===== src/rtl/chr_bank_pkg.sv =====
package chr_bank_pkg;
  typedef struct packed {
    logic sel;
    logic load;
    logic ack;
  } wr_cmd_t;
endpackage


===== src/rtl/cpu_wr_decode.sv =====
module cpu_wr_decode
  import chr_bank_pkg::*;
#(
  parameter int unsigned ADDR_W   = 16,
  parameter logic [ADDR_W-1:0] SEL_ADDR  = 16'h8000,
  parameter logic [ADDR_W-1:0] LOAD_ADDR = 16'h8001,
  parameter logic [ADDR_W-1:0] ACK_ADDR  = 16'hE000
) (
  input  logic [ADDR_W-1:0] addr_i,
  input  logic              wr_i,
  output wr_cmd_t           cmd_o
);
  always_comb begin
    cmd_o.sel  = wr_i && (addr_i == SEL_ADDR);
    cmd_o.load = wr_i && (addr_i == LOAD_ADDR);
    cmd_o.ack  = wr_i && (addr_i == ACK_ADDR);
  end
endmodule


===== src/rtl/bank_slots.sv =====
module bank_slots
  import chr_bank_pkg::*;
#(
  parameter int unsigned NUM_SLOTS = 4,
  parameter int unsigned DATA_W    = 8,
  localparam int unsigned IDX_W    = $clog2(NUM_SLOTS),
  localparam int unsigned PAGE_W   = DATA_W - 1
) (
  input  logic              clk_i,
  input  logic              rst_ni,
  input  wr_cmd_t           cmd_i,
  input  logic [DATA_W-1:0] data_i,
  input  logic [IDX_W-1:0]  rd_slot_i,
  output logic [PAGE_W-1:0] page_o
);
  logic [IDX_W-1:0]                idx_q;
  logic [NUM_SLOTS-1:0][PAGE_W-1:0] slot_q;

  always_ff @(posedge clk_i or negedge rst_ni) begin
    if (!rst_ni)        idx_q <= '0;
    else if (cmd_i.sel) idx_q <= data_i[IDX_W-1:0];
  end

  for (genvar s = 0; s < NUM_SLOTS; s++) begin : g_slot
    always_ff @(posedge clk_i or negedge rst_ni) begin
      if (!rst_ni) slot_q[s] <= '0;
      else if (cmd_i.load && idx_q == IDX_W'(s))
        slot_q[s] <= data_i[DATA_W-1:1]; // bank bit 0 dropped: 2 KiB granularity
    end
  end

  assign page_o = slot_q[rd_slot_i];

  assert_sel_no_remap_R2: assert property (@(posedge clk_i) disable iff (!rst_ni)
    cmd_i.sel |=> $stable(slot_q));

  assert_load_target_R3: assert property (@(posedge clk_i) disable iff (!rst_ni)
    cmd_i.load |=> slot_q[$past(idx_q)] == $past(data_i[DATA_W-1:1]));

  assert_idle_hold_R9: assert property (@(posedge clk_i) disable iff (!rst_ni)
    !cmd_i.load && !cmd_i.sel |=> $stable(slot_q) && $stable(idx_q));
endmodule


===== src/rtl/irq_latch.sv =====
module irq_latch (
  input  logic clk_i,
  input  logic rst_ni,
  input  logic raise_i,
  input  logic ack_i,
  output logic irq_o
);
  logic irq_q;

  always_ff @(posedge clk_i or negedge rst_ni) begin
    if (!rst_ni)      irq_q <= 1'b0;
    else if (raise_i) irq_q <= 1'b1; // a fresh event beats a same-cycle ack
    else if (ack_i)   irq_q <= 1'b0;
  end

  assign irq_o = irq_q;

  assert_raise_R7: assert property (@(posedge clk_i) disable iff (!rst_ni)
    raise_i |=> irq_q);

  assert_hold_R7: assert property (@(posedge clk_i) disable iff (!rst_ni)
    irq_q && !ack_i |=> irq_q);

  assert_ack_clear_R8: assert property (@(posedge clk_i) disable iff (!rst_ni)
    ack_i && !raise_i |=> !irq_q);
endmodule


===== src/rtl/chr_bank_regs.sv =====
module chr_bank_regs
  import chr_bank_pkg::*;
#(
  parameter int unsigned ADDR_W    = 16,
  parameter int unsigned DATA_W    = 8,
  parameter int unsigned PPU_W     = 14,
  parameter int unsigned NUM_SLOTS = 4,
  parameter int unsigned WIN_W     = 11,
  localparam int unsigned IDX_W    = $clog2(NUM_SLOTS),
  localparam int unsigned PAGE_W   = DATA_W - 1,
  localparam int unsigned PHYS_W   = PAGE_W + WIN_W
) (
  input  logic              clk_i,
  input  logic              rst_ni,
  input  logic [ADDR_W-1:0] cpu_addr_i,
  input  logic [DATA_W-1:0] cpu_data_i,
  input  logic              cpu_wr_i,
  input  logic [PPU_W-1:0]  ppu_addr_i,
  input  logic              scanline_i,
  output logic [PHYS_W-1:0] chr_addr_o,
  output logic              irq_o
);
  wr_cmd_t           cmd;
  logic [PAGE_W-1:0] page;
  logic [IDX_W-1:0]  slot;
  logic              unused_hi;

  assign slot      = ppu_addr_i[WIN_W +: IDX_W];
  assign unused_hi = ^ppu_addr_i[PPU_W-1:WIN_W+IDX_W];

  cpu_wr_decode #(.ADDR_W(ADDR_W)) u_dec (
    .addr_i(cpu_addr_i), .wr_i(cpu_wr_i), .cmd_o(cmd)
  );

  bank_slots #(.NUM_SLOTS(NUM_SLOTS), .DATA_W(DATA_W)) u_slots (
    .clk_i, .rst_ni, .cmd_i(cmd), .data_i(cpu_data_i),
    .rd_slot_i(slot), .page_o(page)
  );

  irq_latch u_irq (
    .clk_i, .rst_ni, .raise_i(scanline_i), .ack_i(cmd.ack), .irq_o
  );

  assign chr_addr_o = {page, ppu_addr_i[WIN_W-1:0]};
endmodule


===== config.mk =====
export PLATFORM = sky130hd
export DESIGN_NAME = chr_bank_regs
export DESIGN_NICKNAME = d
export VERILOG_FILES = /design/src/rtl/chr_bank_pkg.sv /design/src/rtl/cpu_wr_decode.sv /design/src/rtl/bank_slots.sv /design/src/rtl/irq_latch.sv /design/src/rtl/chr_bank_regs.sv
export SDC_FILE = /design/constraint.sdc
export NUM_CORES = 1
export LEC_CHECK = 0
export ABC_AREA = 0
export BUFFER_PORTS_ARGS = -buffer_cell sky130_fd_sc_hd__buf_4
export CAP_MARGIN = 20
export CORE_ASPECT_RATIO = 1.25
export CORE_MARGIN = 5
export CORE_UTILIZATION = 29
export CTS_CLUSTER_DIAMETER = 50
export DETAILED_ROUTE_END_ITERATION = 6
export PLACE_DENSITY = 0.6
export SETUP_SLACK_MARGIN = 0.05
export SLEW_MARGIN = 20
export SYNTH_ARGS = -nofsm -noshare
export SYNTH_HDL_FRONTEND = slang
export SYNTH_SLANG_ARGS = --single-unit

===== constraint.sdc =====
create_clock -name clk_i -period 1.51 [get_ports clk_i]
set_input_delay 0.302 -clock clk_i [delete_from_list [all_inputs] [get_ports clk_i]]
set_output_delay 0.302 -clock clk_i [all_outputs]
set_load 0.02 [all_outputs]

* After elaboration in Yosys (flattened, before gate mapping) *
Index checks and enable logic that the tools add are counted.

word-level totals
  bits of input ports = 42
  output and inout port bits = 19
  register bits after elaboration = 31
  logic and storage cells = 26

cells by class
  eq/ne operators = 6
  magnitude comparators = 1
  muxes and demuxes = 4
  reduce and logical (&&, ||, !) cells = 9

operators by type and width
  operator              number
  $eq 16x16->1 const B  3
  $bmux 7 s2            1
  $logic_and 1x1->1     7
  $mux 7                1
  $eq 2x2->1 const B    2
  $lt 2x3->1 const B    1
  $eq 2x1->1 const B    1
  $logic_not 2->1       1
  $mux 1                2
  $reduce_bool 2->1     1

* Depth between registers and ports, before layout *
  depth in word-level cells = 4
  mapped depth = 5
  mapped depth without buffers = 4

* Hierarchy *
Synthesis repeated with hierarchy kept, for this count alone.

second synthesis, totals
  cells, all modules = 99
  area total of the unflattened synthesis = 1511.4 µm²

by module, submodules not included
  module         times used  sequential area each (µm²)  area each (µm²)  cells each
  bank_slots     1           750.7                       1306.3           73
  cpu_wr_decode  1           0.0                         86.3             12
  chr_bank_regs  1           0.0                         82.6             11
  irq_latch      1           25.0                        36.3             3

* Worst setup path before layout *
OpenSTA, ideal clock, no wires.

  path type = input -> register
  start = input cpu_addr_i[1]
  end = register u_slots.slot_q[21] (netlist bit)
  path buffers = 1
  setup slack = -0.319 ns
  stages on the path = 5
  arrival time = 1.704 ns
  library setup time = 0.125 ns
  data required time = 1.385 ns
  path through = nor4_4 -> nand4_4 -> or4_4 -> buf_6 -> mux2_4

on the way
  cells in the longest elaborated chain, start to end = 3

RTL lines
  element                        line                 RTL
  start, declared                chr_bank_regs.sv:15  input logic [ADDR_W-1:0] cpu_addr_i,
  $eq 16x16->1                   cpu_wr_decode.sv:15  cmd_o.load = wr_i && (addr_i == LOAD_ADDR);
  $logic_and 1x1->1              cpu_wr_decode.sv:15
  $logic_and 1x1->1              bank_slots.sv:27     else if (cmd_i.load && idx_q == IDX_W'(s))
  end signal, assigned by index  bank_slots.sv:28     slot_q[s] <= data_i[DATA_W-1:1];
  end, declared                  bank_slots.sv:17     logic [NUM_SLOTS-1:0][PAGE_W-1:0] slot_q;

No other way between the ends.
A chain may end at the register's enable or synchronous reset.

* Final worst setup path *
  start = register u_slots.slot_q[21] (netlist bit)
  end = output chr_addr_o[11]

on the way
  cells in the longest elaborated chain, start to end = 2

RTL lines
  element                       line                 RTL
  $bmux 7 s2                    bank_slots.sv:32     assign page_o = slot_q[rd_slot_i];
  $mux 7 (not written as such)  bank_slots.sv:32
  end, declared                 chr_bank_regs.sv:20  output logic [PHYS_W-1:0] chr_addr_o,

No other way between the ends. The select of a mux whose other input is x is not followed.

==> impl_results.md <==
- Outcome: finished with violations
- Failing checks: setup timing
- Final core utilization: 43.70%
- Synth area leaders: dfrtp_1 (48%), mux2_2 (16%), mux4_2 (9.7%)
- Critical Path Source Type: flop
- Final Max Slew Viols: 0
- Crit path DAT: 1.34 ns
- Critical path class: reg -> out
- Logic gate share of total power: under 10%
- Share of power burned in registers: 52.1%
- CTS Sinks: 31
- Num rows: 30
- DRC: 0
- Avg Inst Size Synth: about 16 um^2
- Most common flop cell mapped by yosys: dfrtp_1
- Int Pwr: 1238 uW
- Final instance area: ~2400 um^2
- Count leader, synth: dfrtp_1
- FFs w/ async S/R, synth: 100.0%
- CTS root buffer: clkbuf_8
- IO Count: 61
- Layout cells sized above 1: between 70% and 80%
- Clk buf depth: 2
- Final Hold Viols: 0
- Switching share of power: 22.35%
- TritonRoute pass-1 iters: 4
- Clock transition at path regs: around 0.07 ns
- Largest net degree at the start of global routing: 32
- Period utilization: 108.5%
- DP Area: 2100 um^2
- ANT cells: 0
- Final Net Count: 209
- Post-synth EDFFs: 0
- CTS tree: built
- Register area: slightly below 800 um^2
- Portion of netlist area occupied by mux cells: 32.03%
- Synthesis-to-layout area growth: 46.01%
- Initial drt markers: 27
- Register area share after synthesis: between 40% and 50%
- Fmax: ~0.61 GHz
- Crit-path slowest cell: mux4_2
- Die Area: approximately 7200 um^2
- CP Max Fanout: 2
- Worst Setup End Kind: output port
- Die span in y: 93.80 um
- Via count: approximately 1,100
- Count of final setup violators: 28
- Max-slew headroom: between 70 and 80%
- Main combinational cell family by area after synthesis: multiplexers
- Gate Count Post-Synth: between 100 and 150
- Power Dens Cells: approximately 670 nW/um^2
- Post-synth top cells: dfrtp_1 (31), mux2_2 (23), buf_4 (11)
- Max-cap violations: 0
- Fin Hold WS: about 0.22 ns
- Clk_lat worst skew: roughly 0.28 ns
- Antenna-violating nets left: 0
- Routed Wire Length: ~3700 um
- Post-synthesis xor/xnor area fraction: 0%
- Total Routing Usage GR: 11.13%
- Core ar.: approximately 5400 um^2
- Simple-Gate Fraction of Synth Area: 13.21%
- Global-route wire length before repair: 6251 um
- Skew final: 0.005808 ns
- Die width: roughly 77 um
- Vias per cell: 4.741
- Synth top area share: around 48%
- Synthesis Warnings: 0
- Sw Pwr: between 300 and 400 uW
- Synth Register Bits: 31
- Port Buffers: 37
- # H-tree levels: 2
- VDD IR max: between 0.0004 and 0.0005 V
- Final WS setup: -0.1283 ns
- RSZ-0062 raised after global routing: yes
- Pleak: around 0.0012 uW
- Number of global-route vias before repair: approximately 1,300
- Area of the multi-input gates: 834.6 um^2
- Post-Synth Adder-Cell Area: 0%
- Worst-Margin Slew: 0.4021 ns
- Yosys cell types: 21
- Initial Util: 29.93%
- Worst EP required: around 1.2 ns
- CP Cell Sequence: mux4_2, buf_6
- Mapped Area: roughly 1600 um^2
- Slowest stage delay, CP: about 0.50 ns
- Post-synth net total: about 140
- Yosys top cell by area: dfrtp_1
- GP Congestion: around 0.78
- DP HPWL: 2839 um
- Clk pwr share: 38.3%
- Post-synthesis compound-gate area fraction: less than 1%
- Average routed wire per standard cell: ~16 um
- Fin crit period: approximately 1.6 ns
- Tightest Hold Check Type: in -> reg
- GRT overflow: 0
- Antenna violations before repair: 0
- Fillcell total: around 470
- Total CTS buffers: 5
[final timing paths]
kind,from,to,slack [ns],depth (start not counted)
max,u_slots.slot_q[21],chr_addr_o[11],-0.13,2
min,scanline_i,u_irq.irq_o,0.22,2
max reg2reg,u_slots.idx_q[1],u_slots.slot_q[27],-0.01,3
min reg2reg,u_slots.slot_q[9],u_slots.slot_q[9],0.51,1
max in group asynchronous,rst_ni,u_slots.slot_q[4],0.72,2
min in group asynchronous,rst_ni,u_slots.slot_q[26],0.50,2
[critical path: cells and delay by family, from the launching register on]
family | cells | cell delay [ns]
buf+inv | 1 | 0.15
flops | 1 | 0.41
mux | 1 | 0.50
[logic make-up after synthesis]
logic type             after synthesis
buffers and inverters               16
multiplexers                        37
flip-flops                          31
AND/OR/NAND/NOR                     17
AO/OA/AOI/OAI                        1
[placed cells by master, fill, tap and decap left out, drive strengths merged]
cell type    instances
buf                 71
dfrtp               31
mux2                30
mux4                 7
clkbuf               7
nor4                 4
nand4                4
inv                  2
nand4b               1
nor2                 1
nor4b                1
nor3                 1
nand3b               1
and3b                1
nor2b                1
or4                  1
and2                 1
a21o                 1
clkinv               1
dlygate4sd3          1
[cell type report]
class / instances / area share [%]
Multi-Input combinational cell: 55 / 35.09
Sequential cell: 31 / 32.61
Timing Repair Buffer: 72 / 25.20
Tap cell: 64 / 3.367
Clock buffer: 7 / 3.209
Inverter: 2 / 0.3156
Clock inverter: 1 / 0.2104
[timing repair]
item / in CTS / in global routing
endpoints found under the hold margin: 31 / 0
setup endpoints to repair: 35 / 37
buffers inserted: 12 / 4
pin swaps: 4 / 0
resized for setup: 18 / 0
hold buffers: 1 / 0
gates cloned: 0 / 0
[per-stage QoR]
stage               setup slack [ns]  setup TNS, ns  power [uW]  instances
global route                 -0.1548         -3.882        1659        232
floorplan                    -0.3151         -7.020       919.8        102
global placement             -0.4093         -10.72       984.4        207
finish                       -0.1283         -2.051        1594        232
CTS                          -0.1317         -2.369        1607        228
detailed placement           -0.4569         -11.76       989.7        207
[power by group through the flow]
stage | Combinational (uW) | Clock (uW) | Sequential, uW
after floorplan | 73.6 | 0 | 846
after global placement | 138 | 0 | 846
after detailed placement | 144 | 0 | 846
after CTS | 154 | 622 | 831
after global routing | 167 | 662 | 830
final | 152 | 611 | 831
[sequential cells by signal, indices dropped and copies added (netlist names)]
name	cells
u_slots.idx_q	2
u_slots.slot_q	28
u_irq.irq_o	1
[per-layer routing]
metal / vias to the layer above / track usage, % / share of wire, %
met5: - / 0 / 0
met4: 0 / 5.014 / 1.7
met3: 5 / 3.455 / 6.7
met2: 38 / 18.34 / 50
met1: 560 / 13.26 / 42
li1: 497 / - / -
(Power assumes the default switching activity.)
